$ cat config.mk
export PLATFORM = sky130hd
export DESIGN_NAME = gated_period_timer
export DESIGN_NICKNAME = d
export VERILOG_FILES = /design/src/rtl/gpt_pkg.sv /design/src/rtl/gpt_pin_sync.sv /design/src/rtl/gpt_prescaler.sv /design/src/rtl/gpt_count_core.sv /design/src/rtl/gated_period_timer.sv
export SDC_FILE = /design/constraint.sdc
export NUM_CORES = 1
export LEC_CHECK = 0
export ABC_AREA = 1
export CORE_UTILIZATION = 30
export DETAILED_ROUTE_END_ITERATION = 6
export DONT_BUFFER_PORTS = 1
export GPL_ROUTABILITY_DRIVEN = 0
export PLACE_DENSITY_LB_ADDON = 0.12
export SLEW_MARGIN = 20
export SYNTH_ARGS = -nofsm -noshare
export SYNTH_HDL_FRONTEND = slang
export SYNTH_HIERARCHICAL = 1
export SYNTH_SLANG_ARGS = --single-unit
$ cat constraint.sdc
create_clock -name clk -period 3.45 [get_ports clk]
set_input_delay 0.5175 -clock clk [delete_from_list [all_inputs] [get_ports clk]]
set_output_delay 0.5175 -clock clk [all_outputs]
set_load 0.005 [all_outputs]
$ cat src/rtl/gpt_pkg.sv
package gpt_pkg;
  typedef enum logic [1:0] {
    RA_CTRL   = 2'd0,
    RA_COUNT  = 2'd1,
    RA_PERIOD = 2'd2,
    RA_STATUS = 2'd3
  } reg_addr_e;

  typedef struct packed {
    logic [1:0] ps;
    logic       gate;
    logic       ext;
    logic       run;
  } ctrl_t;
endpackage

$ cat src/rtl/gpt_pin_sync.sv
module gpt_pin_sync #(
  parameter int STAGES = 2
) (
  input  logic clk,
  input  logic rst,
  input  logic pin,
  output logic level,
  output logic rise,
  output logic fall
);
  localparam int LAST = STAGES;

  logic [LAST:0] sh;

  always_ff @(posedge clk) begin
    if (rst) sh <= '0;
    else     sh <= {sh[LAST-1:0], pin};
  end

  assign level = sh[LAST-1];
  assign rise  = sh[LAST-1] & ~sh[LAST];
  assign fall  = ~sh[LAST-1] & sh[LAST];
endmodule

$ cat src/rtl/gpt_prescaler.sv
module gpt_prescaler #(
  parameter int PS_W = 8
) (
  input  logic       clk,
  input  logic       rst,
  input  logic       clr,
  input  logic       src,
  input  logic [1:0] sel,
  output logic       pulse
);
  logic [PS_W-1:0] phase;
  logic [PS_W-1:0] lim;

  always_comb begin
    case (sel)
      2'b00:   lim = PS_W'(0);
      2'b01:   lim = PS_W'((1 << 3) - 1);
      2'b10:   lim = PS_W'((1 << 6) - 1);
      default: lim = PS_W'((1 << 8) - 1);
    endcase
  end

  assign pulse = src && (phase == lim);

  always_ff @(posedge clk) begin
    if (rst || clr)  phase <= '0;
    else if (src)    phase <= pulse ? '0 : phase + 1'b1;
  end
endmodule

$ cat src/rtl/gpt_count_core.sv
module gpt_count_core #(
  parameter int W = 16
) (
  input  logic         clk,
  input  logic         rst,
  input  logic         inc,
  input  logic         wr_lo,
  input  logic         wr_hi,
  input  logic [W-1:0] wdata,
  input  logic [W-1:0] period,
  output logic [W-1:0] count,
  output logic         match
);
  localparam int HB = W / 2;

  logic wr_any;
  logic at_end;

  assign wr_any = wr_lo | wr_hi;
  assign at_end = (count == period);
  assign match  = inc && !wr_any && at_end && (period != '0);

  always_ff @(posedge clk) begin
    if (rst) begin
      count <= '0;
    end else if (wr_any) begin
      if (wr_lo) count[HB-1:0] <= wdata[HB-1:0];
      if (wr_hi) count[W-1:HB] <= wdata[W-1:HB];
    end else if (inc) begin
      count <= at_end ? '0 : count + 1'b1;
    end
  end
endmodule

$ cat src/rtl/gated_period_timer.sv
module gated_period_timer
  import gpt_pkg::*;
#(
  parameter int DATA_W      = 16,
  parameter int PS_W        = 8,
  parameter int SYNC_STAGES = 2
) (
  input  logic              clk,
  input  logic              rst,
  input  logic              tick_in,
  input  logic              ext_pin,
  input  logic              wr_en,
  input  logic              rd_en,
  input  logic [1:0]        addr,
  input  logic [1:0]        be,
  input  logic [DATA_W-1:0] wdata,
  output logic [DATA_W-1:0] rdata,
  output logic              flag_o
);
  localparam int HB = DATA_W / 2;

  ctrl_t             ctrl_q;
  logic [DATA_W-1:0] prd_q;
  logic [DATA_W-1:0] cnt_q;
  logic              flag_q;
  logic [DATA_W-1:0] rd_mux;

  logic pin_lvl, pin_rise, pin_fall;
  logic run_en, gate_mode;
  logic src_tick, ps_pulse, match;
  logic cnt_wr_lo, cnt_wr_hi;
  logic sel_ctrl, sel_cnt, sel_prd, sel_stat;
  logic flag_set, flag_clr;

  assign sel_ctrl = wr_en && (addr == RA_CTRL);
  assign sel_cnt  = wr_en && (addr == RA_COUNT);
  assign sel_prd  = wr_en && (addr == RA_PERIOD);
  assign sel_stat = wr_en && (addr == RA_STATUS);

  assign cnt_wr_lo = sel_cnt && be[0];
  assign cnt_wr_hi = sel_cnt && be[1];

  assign run_en    = ctrl_q.run;
  assign gate_mode = ctrl_q.gate && !ctrl_q.ext;

  gpt_pin_sync #(.STAGES(SYNC_STAGES)) u_sync (
    .clk   (clk),
    .rst   (rst),
    .pin   (ext_pin),
    .level (pin_lvl),
    .rise  (pin_rise),
    .fall  (pin_fall)
  );

  always_comb begin
    if (ctrl_q.ext)     src_tick = pin_rise;
    else if (gate_mode) src_tick = tick_in && pin_lvl;
    else                src_tick = tick_in;
  end

  gpt_prescaler #(.PS_W(PS_W)) u_ps (
    .clk   (clk),
    .rst   (rst),
    .clr   (!run_en || cnt_wr_lo || cnt_wr_hi),
    .src   (src_tick),
    .sel   (ctrl_q.ps),
    .pulse (ps_pulse)
  );

  gpt_count_core #(.W(DATA_W)) u_core (
    .clk    (clk),
    .rst    (rst),
    .inc    (ps_pulse && run_en),
    .wr_lo  (cnt_wr_lo),
    .wr_hi  (cnt_wr_hi),
    .wdata  (wdata),
    .period (prd_q),
    .count  (cnt_q),
    .match  (match)
  );

  // control and period registers
  always_ff @(posedge clk) begin
    if (rst) begin
      ctrl_q <= '0;
      prd_q  <= '0;
    end else begin
      if (sel_ctrl && be[0]) begin
        ctrl_q.run  <= wdata[0];
        ctrl_q.ext  <= wdata[1];
        ctrl_q.gate <= wdata[2];
        ctrl_q.ps   <= wdata[5:4];
      end
      if (sel_prd && be[0]) prd_q[HB-1:0]      <= wdata[HB-1:0];
      if (sel_prd && be[1]) prd_q[DATA_W-1:HB] <= wdata[DATA_W-1:HB];
    end
  end

  // sticky flag: a hardware set beats a software clear
  assign flag_set = run_en && (gate_mode ? pin_fall : match);
  assign flag_clr = sel_stat && be[0] && !wdata[0];

  always_ff @(posedge clk) begin
    if (rst)           flag_q <= 1'b0;
    else if (flag_set) flag_q <= 1'b1;
    else if (flag_clr) flag_q <= 1'b0;
  end

  assign flag_o = flag_q;

  always_comb begin
    rd_mux = '0;
    case (addr)
      RA_CTRL: begin
        rd_mux[0]   = ctrl_q.run;
        rd_mux[1]   = ctrl_q.ext;
        rd_mux[2]   = ctrl_q.gate;
        rd_mux[5:4] = ctrl_q.ps;
      end
      RA_COUNT:  rd_mux = cnt_q;
      RA_PERIOD: rd_mux = prd_q;
      default:   rd_mux[0] = flag_q;
    endcase
  end

  always_ff @(posedge clk) begin
    if (rst)         rdata <= '0;
    else if (rd_en)  rdata <= (be == 2'b11) ? rd_mux : '0;
  end
endmodule

# ---- Yosys cells after proc, flatten, opt, wreduce, memory -nomap -nowiden
# Index checks and enable logic that the tools add are counted.
dict set report word_totals {
  elab_cells 80
  in_bits 26
  reg_bits 65
  out_inout_bits 17
}
dict set report classes {
  addsub 2
  n_eq_ne 10
  n_reduce_logical 33
  mux 18
  bitwise 5
}
# operator n
set ops {}
lappend ops {{2-to-1 mux 16 bit} 4}
lappend ops {{2-to-1 mux 8 bit} 3}
lappend ops {{case mux 8 bit (3 select lines)} 1}
lappend ops {{case mux 10 bit (2 select lines)} 1}
lappend ops {{logical AND 1 bit} 19}
lappend ops {{adder 16 x 1 -> 16 bit, second input constant} 1}
lappend ops {{equality test 16 bit} 1}
lappend ops {{nonzero test 16 bit} 1}
lappend ops {{case mux 2 bit (3 select lines)} 2}
lappend ops {{adder 8 x 1 -> 8 bit, second input constant} 1}
lappend ops {{equality test 2 bit, second input constant} 4}
lappend ops {{equality test 8 bit} 1}
lappend ops {{2-to-1 mux 1 bit} 5}
lappend ops {{equality test 2 x 1 -> 1 bit, second input constant} 2}
lappend ops {{logical NOT 1 bit} 4}
lappend ops {{logical NOT 2 bit} 2}
lappend ops {{!= test 2 bit, second input constant} 2}
lappend ops {{AND reduction 2 bit} 2}
lappend ops {{nonzero test 2 bit} 2}
lappend ops {{logical OR 1 bit} 3}
lappend ops {{case mux 1 bit (3 select lines)} 1}
lappend ops {{AND 1 bit} 2}
lappend ops {{NOT 1 bit} 2}
lappend ops {{case mux 1 bit (2 select lines)} 1}
lappend ops {{OR 1 bit} 1}

# ---- Logic depth before layout (Yosys ltp)
# Gate-level depths: netlist of run 1.
dict set report depth {
  ltp_word 12
  depth_mapped 17
  mapped_depth_nobuf 15
}

# ---- Cells and area by module
# The synthesis of run 1 kept the hierarchy.
# module area_each_um2 seq_area_each_um2 cells_each n_inst
set by_module_without_submodules {}
lappend by_module_without_submodules {gated_period_timer 1810.5 760.7 258 1}
lappend by_module_without_submodules {gpt_count_core 1428.9 320.3 258 1}
lappend by_module_without_submodules {gpt_prescaler 508.0 160.2 80 1}
lappend by_module_without_submodules {gpt_pin_sync 93.8 60.1 12 1}

# ---- Worst setup path before layout of run 1
# Ideal clock, no wire load.
dict set report synth_path {
  path_type {input to register}
  startpoint {input port addr[1]}
  endpoint {register flag_q, in the netlist flag_o}
  path_buffers 3
  setup_ns 0.072
  path_slack_ns 1.106
  arrival_time_ns 2.272
  required_ns 3.378
  cell_stages 13
  path_cell_list {inv_1 > ha_1 > buf_4 > buf_4 > nand3_1 > inv_1 > nor2_2 > nand2_1 > clkbuf_1 > a211oi_4 > o21bai_1 > nand3_1 > a21oi_1}
}
dict set report synth_via {
  elab_chain_cells 11
  elab_cells_between_ends 17
  cone_classes {eq/ne (2); mux (2); bitwise (1); reduce/logical (12)}
}
# element line_no
set synth_rtl {}
lappend synth_rtl {{start: declaration} gated_period_timer.sv:14} ;# input logic [1:0] addr,
lappend synth_rtl {{equality test 2 x 1 -> 1 bit *} gated_period_timer.sv:36} ;# assign sel_cnt = wr_en && (addr == RA_COUNT);
lappend synth_rtl {{logical AND 1 bit *} gated_period_timer.sv:36}
lappend synth_rtl {{logical AND 1 bit *} gated_period_timer.sv:41} ;# assign cnt_wr_hi = sel_cnt && be[1];
lappend synth_rtl {{named net cnt_wr_hi} gated_period_timer.sv:31} ;# logic cnt_wr_lo, cnt_wr_hi;
lappend synth_rtl {{OR 1 bit *} gpt_count_core.sv:19} ;# assign wr_any = wr_lo | wr_hi;
lappend synth_rtl {{logical NOT 1 bit *} gpt_count_core.sv:21} ;# assign match = inc && !wr_any && at_end && (period != '0);
lappend synth_rtl {{logical AND 1 bit * (3 in series)} gpt_count_core.sv:21}
lappend synth_rtl {{named net match} gated_period_timer.sv:30} ;# logic src_tick, ps_pulse, match;
lappend synth_rtl {{2-to-1 mux 1 bit *} gated_period_timer.sv:100} ;# assign flag_set = run_en && (gate_mode ? pin_fall : match);
lappend synth_rtl {{logical AND 1 bit *} gated_period_timer.sv:100}
lappend synth_rtl {{2-to-1 mux 1 bit / nonzero test 2 bit (equally long branches)} --}
lappend synth_rtl {{end signal: assignment} gated_period_timer.sv:104} ;# if (rst) flag_q <= 1'b0;
lappend synth_rtl {{end signal: assignment} gated_period_timer.sv:105} ;# else if (flag_set) flag_q <= 1'b1;
lappend synth_rtl {{end signal: assignment} gated_period_timer.sv:106} ;# else if (flag_clr) flag_q <= 1'b0;
lappend synth_rtl {{end: declaration} gated_period_timer.sv:25} ;# logic flag_q;
# Mark *: on every way through the listed nets, which the timed path passes. The rest lies on a longest branch.
# A chain may end at the register's enable or synchronous reset.

# ---- Worst setup path after layout of run 1
dict set report layout_path {
  startpoint {register ctrl_q[2] in the netlist's numbering}
  endpoint {register flag_q, in the netlist flag_o}
}
dict set report layout_via {
  elab_chain_cells 11
  elab_cells_between_ends 12
  cone_classes {mux (4); reduce/logical (8)}
}
# element line_no
set layout_rtl {}
lappend layout_rtl {{start: declaration} gated_period_timer.sv:22} ;# ctrl_t ctrl_q;
lappend layout_rtl {{logical AND 1 bit *} gated_period_timer.sv:44} ;# assign gate_mode = ctrl_q.gate && !ctrl_q.ext;
lappend layout_rtl {{2-to-1 mux 1 bit *} gated_period_timer.sv:57} ;# else if (gate_mode) src_tick = tick_in && pin_lvl;
lappend layout_rtl {{2-to-1 mux 1 bit *} gated_period_timer.sv:56} ;# if (ctrl_q.ext) src_tick = pin_rise;
lappend layout_rtl {{named net src_tick} gated_period_timer.sv:30}
lappend layout_rtl {{logical AND 1 bit *} gpt_prescaler.sv:23} ;# assign pulse = src && (phase == lim);
lappend layout_rtl {{named net ps_pulse} gated_period_timer.sv:30}
lappend layout_rtl {{logical AND 1 bit *} gated_period_timer.sv:73} ;# .inc (ps_pulse && run_en),
lappend layout_rtl {{logical AND 1 bit * (3 in series)} gpt_count_core.sv:21}
lappend layout_rtl {{named net match} gated_period_timer.sv:30}
lappend layout_rtl {{2-to-1 mux 1 bit *} gated_period_timer.sv:100}
lappend layout_rtl {{logical AND 1 bit *} gated_period_timer.sv:100}
lappend layout_rtl {{2-to-1 mux 1 bit / nonzero test 2 bit (equally long branches)} --}
# Marked as above.

==> out/metrics.yaml, run 1 <==
cts:
  numCtsBuffers: 9
  cts-resized-gates: 0
  post_cts_buffers: 0
  clk_pin_slew_ns: 0.05
  cts_buffer_depth: 2
  cts_tree: "built"
  cts_num_sinks: 65
  cts_hold_buf: 0
  clock-root-buffer: "clkbuf_16"
  htree_levels: 3
  clk_latency_ns: 0.33
global_route:
  overflow: 0
  grt_start_max_net_pins: 44
  use_met3_pct: 4.744
  grt_pass1_vias: 3568
  grt_antenna_before_repair: 0
  grt_most_used_layer: "met2"
  use_met2_pct: 30.92
  grtUsageTotal_pct: 18.06
  grt_util_met1_pct: 22.16
  grt_pass1_wl_um: 18330
worst_setup_path:
  crit_buf_inv: 4
  worstPathRequired_ns: 3.71
  cp.arrival_ns: 2.72
  crit_type: "register to register"
  crit_path_max_incr_delay_ns: 0.36
  cp_common_cell: "inv_1"
  crit_family: "compound AO/OA/AOI/OAI gates"
  endpoint_kind: "register"
  startpoint_type: "register"
  crit_slowest_cell: "nand2_1"
  critPathMaxFanout: 19
  cp_cell_sequence: "inv_1 > o21ai_0 > o21ai_0 > buf_4 > nand3_1 > nor2_1 > nand2_2 > inv_1 > nand2_1 > inv_1 > nand2_1 > a211oi_4 > o21bai_1 > nand3_1 > a21oi_1"
final_layout:
  multi_input_area_sq_um: 2138
  layout-drive-gt1-share_pct: 7.921
  area_growth_pct: 11.14
  diodes: 0
  seq_area_sq_um: 1301
  fin_nets: 634
  nFillCells: 1371
  utilization_pct: 34.82
synth:
  synth-edff-count: 0
  syn_nets: 641
  ys.flop_type: "dfxtp_1"
  synthesis.instances: 608
  synth.yosys.seq_area_share_pct: 33.88
  yosysUniqueCellTypes: 30
  synthTopCellsByCount: "nand2_1, dfxtp_1, inv_1, a21oi_1, nand3_1"
  yosysMostFrequentCell: "nand2_1"
  synth_seq_cells: 65
  syn_area_sq_um: 3841
  synth_area_leaders: "dfxtp_1, nand2_1, a21oi_1, nand3_1, inv_1"
  synth_top_area_share_pct: 33.88
  syn_area_per_cell_sq_um: 6.318
  async_reset_ff_share_pct: 0
  yosys.area.top_type: "dfxtp_1"
  ys_warn_count: 6
drt:
  drtIter0Drc: 152
  via_per_inst: 4.761
  drc: 0
  wl_um: 11340
  drt_pass1_iterations: 4
  drt-wirelength-per-cell_um: 14.66
  ant_nets: 0
  via_count: 3685
pwr:
  cellPowerDensity_nw_per_um2: 456.2
  p_leak_uw: 0.001717
  ir_worst_vdd_mv: 0.2509
timing:
  rsz0062_at_grt: "false"
  hold_viol: 0
  report.final.slew_viol_count: 0
  worst_pin_slew_ns: 0.6735
  fin_skew_ns: 0.006847
  fin_crit_sh_pct: 71.27
  slew_headroom_pct: 54.68
  fin_crit_ns: 2.459
  setup_viol: 0
  fmax_mhz: 406.7
  fin_tns_setup_ns: 0
die:
  die_area_sq_um: 13260
  ios: 43
  die_w_um: 115.2
  core_sq_um: 12260
  start_util_pct: 31.33
  std_cell_rows: 40
  die_h_um: 115.2
min_path:
  hp-class: "input port to register"
place:
  hpwl_um: 8747
  io_buffers: 0
run:
  drv_cap: 0
outcome:
  status: "finished clean"
## logic make-up after synthesis
| group | share of synthesized area [%] |
|---|---|
| AOI/OAI and AO/OA | 14.53 |
| xor gates and xnor gates | 2.736 |
| adders and majority gates | 2.280 |
| buffers and inverters | 10.46 |
| DFF | 33.88 |
| and+or+nand+nor | 36.12 |
## registers in the layout, indices dropped and copies added (netlist names)
signal / count
run_en: 1
flag_o: 1
u_sync/sh: 3
u_ps/phase: 8
rdata: 16
u_core/count: 16
prd_q: 16
ctrl_q: 4
## final cells by class
class | instances | area share, %
Inverter | 69 | 6.067
Multi-Input combinational cell | 452 | 50.09
Tap cell | 168 | 4.924
Sequential cell | 65 | 30.48
Clock buffer | 11 | 5.920
Timing Repair Buffer | 4 | 0.7034
Clock inverter | 5 | 1.817
## final timing paths
| check | start | endpoint | cells past startpoint | slack [ns] |
|---|---|---|---|---|
| setup reg to reg | ctrl_q[2]$_SDFFE_PP0P_ | flag_o$_SDFFE_PP0P_ | 15 | 0.99 |
| hold / removal | rst | u_sync/sh[1]$_SDFF_PP0_ | 1 | 0.26 |
| setup / recovery | ctrl_q[2]$_SDFFE_PP0P_ | flag_o$_SDFFE_PP0P_ | 15 | 0.99 |
| hold reg to reg | u_sync/sh[0]$_SDFF_PP0_ | u_sync/sh[1]$_SDFF_PP0_ | 2 | 0.41 |
## routing by layer
metal	share of wire, %	wire [um]
met1	46	5220
met3	3.8	435
met4	0.97	110
met5	0	0
met2	49	5578
## worst reg2reg max path: cells and delay by family (launching register included)
kind            cells  cell delay [ns]
buf+inv             4             0.42
simple gates        6             0.81
compound gates      5             0.83
flops               1             0.31
## cell usage in the layout (no fill, tap or decap), types with 3 or more instances in the layout
master / n
nand2_1: 207
dfxtp_1: 65
inv_1: 57
a21oi_1: 53
nand3_1: 48
nor2_1: 41
o21ai_0: 39
nand4_1: 17
inv_2: 11
xor2_1: 11
clkbuf_16: 9
ha_1: 7
nor2_2: 6
nand2_2: 4
buf_4: 4
o21bai_1: 3
a21oi_2: 3
o21ai_1: 3
## per-stage QoR
stage / std cells / instance area [sq um] / hold slack [ns] / setup slack (ns) / power (uW)
final: 774 / 4269 / 0.2558 / 0.9911 / 1948
after global routing: 774 / 4269 / 0.2314 / 0.6720 / 2036
after CTS: 774 / 4269 / 0.2383 / 0.9694 / 1976
after detailed placement: 758 / 3939 / 0.4045 / 0.8346 / 965.3
after global placement: 758 / 3939 / 0.3968 / 0.9032 / 965.5
after floorplan: 608 / 3841 / 0.3883 / 1.106 / 941.1
## power breakdown
group | internal (uW) | switching [uW] | total, uW
Clock | 669 | 330 | 999
Sequential | 767 | 26.3 | 793
Combinational | 49.5 | 106 | 156
Total | 1490 | 462 | 1950
No activity file was read; power rests on OpenSTA's default activity.
==> run 2: changes to the inputs <==
- clock period: 3.45 -> 2.5 ns (I/O delays scaled with it)
==> out/metrics.yaml, run 2 (synthesis results as in run 1) <==
pwr:
  swShare_pct: 24.75
  p_seq_share_pct: 40.0
  pwr-share-clk_pct: 51.8
  power_uw: 2727
  p_leak_uw: 0.001731
  switchingPower_uw: 674.8
  power_frac_comb_pct: 8.3
  p_int_uw: 2052
  cellPowerDensity_nw_per_um2: 635.3
  ir_worst_vdd_mv: 0.4121
final_layout:
  diodes: 0
  fin_nets: 637
  nFillCells: 1381
  reg_top3: "prd_q (16), rdata (16), u_core/count (16)"
  area_growth_pct: 11.73
  layout-drive-gt1-share_pct: 8.374
  final_common_cell: "nand2_1"
  mostFrequentLayoutCells: "nand2_1, dfxtp_1, inv_1"
worst_setup_path:
  crit_slowest_cell: "nand2_1"
  startpoint: "ctrl_q[2]$_SDFFE_PP0P_"
  r2r_cells: 13
  r2r_start: "ctrl_q[2]$_SDFFE_PP0P_"
  worstPathRequired_ns: 2.77
  critPathMaxFanout: 10
  r2r_slack_ns: 0.34
  cp.depth: 13
  crit_family: "simple AND/OR/NAND/NOR gates"
  crit_path_max_incr_delay_ns: 0.33
  crit_buf_inv: 3
  startpoint_type: "register"
  crit_type: "register to register"
  cp_cell_sequence: "inv_1 > o21ai_0 > o21ai_0 > nand3_1 > nor2_1 > nand2_2 > inv_1 > nand2_1 > inv_1 > nand2_1 > nand2_1 > o21ai_0 > a21oi_1"
  endpoint_kind: "register"
  r2r-end: "u_core/count[13]$_SDFFE_PP0P_"
  cp.arrival_ns: 2.43
  crit_path_end: "u_core/count[13]$_SDFFE_PP0P_"
place:
  io_buffers: 0
  hpwl_um: 8737
timing:
  rsz0062_at_grt: "false"
  whs_ns: 0.09493
  hold_viol: 0
  fin_crit_ns: 2.160
  worst_pin_slew_ns: 0.8215
  slew_headroom_pct: 44.73
  setup_viol: 0
  fin_crit_sh_pct: 86.41
  report.final.slew_viol_count: 0
  fin_tns_setup_ns: 0
  fmax_mhz: 462.9
  fin_skew_ns: 0.006655
drt:
  ant_nets: 0
  via_count: 3767
  wl_um: 11710
  via_per_inst: 4.848
  drt-wirelength-per-cell_um: 15.06
  drtIter0Drc: 262
  drc: 0
  drt_pass1_iterations: 4
cts:
  cts_num_sinks: 65
  cts_tree: "built"
  cts-resized-gates: 0
  clk_pin_slew_ns: 0.06
  cts_hold_buf: 0
  clk_latency_ns: 0.34
  cts_buffer_depth: 2
  numCtsBuffers: 9
  htree_levels: 3
  clock-root-buffer: "clkbuf_16"
  post_cts_buffers: 0
die:
  die_h_um: 115.2
  die_w_um: 115.2
  die_area_sq_um: 13260
  core_sq_um: 12260
  std_cell_rows: 40
  ios: 43
  start_util_pct: 31.33
global_route:
  overflow: 0
  grt_start_max_net_pins: 44
  grt_most_used_layer: "met2"
  grt_antenna_before_repair: 0
  use_met3_pct: 5.904
  grtUsageTotal_pct: 19.25
  use_met2_pct: 32.37
  grt_pass1_wl_um: 19160
  grt_util_met1_pct: 23.15
  grt_pass1_vias: 3707
outcome:
  status: "finished clean"
min_path:
  hp-class: "input port to register"
run:
  drv_cap: 0
[run 2: cell types whose count changed in the layout (fill, tap and decap cells not counted)]
| cell | before | now |
|---|---|---|
| buf_4 | 4 | 7 |
[run 2: metrics by stage]
| step | cells | worst slack (ns) | instance area, sq um | utilization [%] |
|---|---|---|---|---|
| 2_1_floorplan | 608 | 0.2985 | 3841 | - |
| 3_3_place_gp | 761 | 0.4754 | 3961 | 32.31 |
| 3_5_place_dp | 761 | 0.3578 | 3961 | 32.31 |
| 4_1_cts | 777 | 0.3323 | 4292 | 35.00 |
| 5_1_grt | 777 | 0.05964 | 4292 | 35.00 |
| 6_report | 777 | 0.3396 | 4292 | 35.00 |
[run 2: worst min path at each step]
stage / start / end / cells after the start
after global placement: u_sync/sh[0]$_SDFF_PP0_ / u_sync/sh[1]$_SDFF_PP0_ / 2
after CTS: rst / prd_q[1]$_SDFFE_PP0P_ / 1
after detailed placement: u_sync/sh[0]$_SDFF_PP0_ / u_sync/sh[1]$_SDFF_PP0_ / 2
after global routing: rst / prd_q[1]$_SDFFE_PP0P_ / 1
final: rst / prd_q[2]$_SDFFE_PP0P_ / 1
after floorplan: u_sync/sh[0]$_SDFF_PP0_ / u_sync/sh[1]$_SDFF_PP0_ / 2
[run 2: cell type report]
type                    count  area (sq um)  share of cell area, %
clock buffers              11         252.7                  5.889
inverters                  69         259.0                  6.035
flip-flops and latches     65          1301                  30.32
multi-input cells         452          2138                  49.83
repair buffers              7         52.55                  1.224
well taps                 168         210.2                  4.898
clock inverters             5         77.57                  1.808
[run 2: worst register-to-register path: stages (launching register included)]
cell and delay (ns):
dfxtp_1 0.31, inv_1 0.11, o21ai_0 0.09, o21ai_0 0.23, nand3_1 0.11, nor2_1 0.14
nand2_2 0.10, inv_1 0.06, nand2_1 0.05, inv_1 0.05, nand2_1 0.23, nand2_1 0.33
o21ai_0 0.12, a21oi_1 0.14
[run 2: power groups by stage]
stage	Combinational, uW	Clock [uW]	Sequential [uW]
6_report	226	1410	1090
5_1_grt	256	1490	1090
4_1_cts	227	1440	1090
3_5_place_dp	225	0	1110
3_3_place_gp	224	0	1110
2_1_floorplan	198	0	1100
[run 2: per-layer routing]
layer | up-vias | routed length, um
li1 | 1939 | -
met1 | 1750 | 5284
met2 | 64 | 5537
met3 | 14 | 674
met4 | 0 | 208
met5 | - | 0
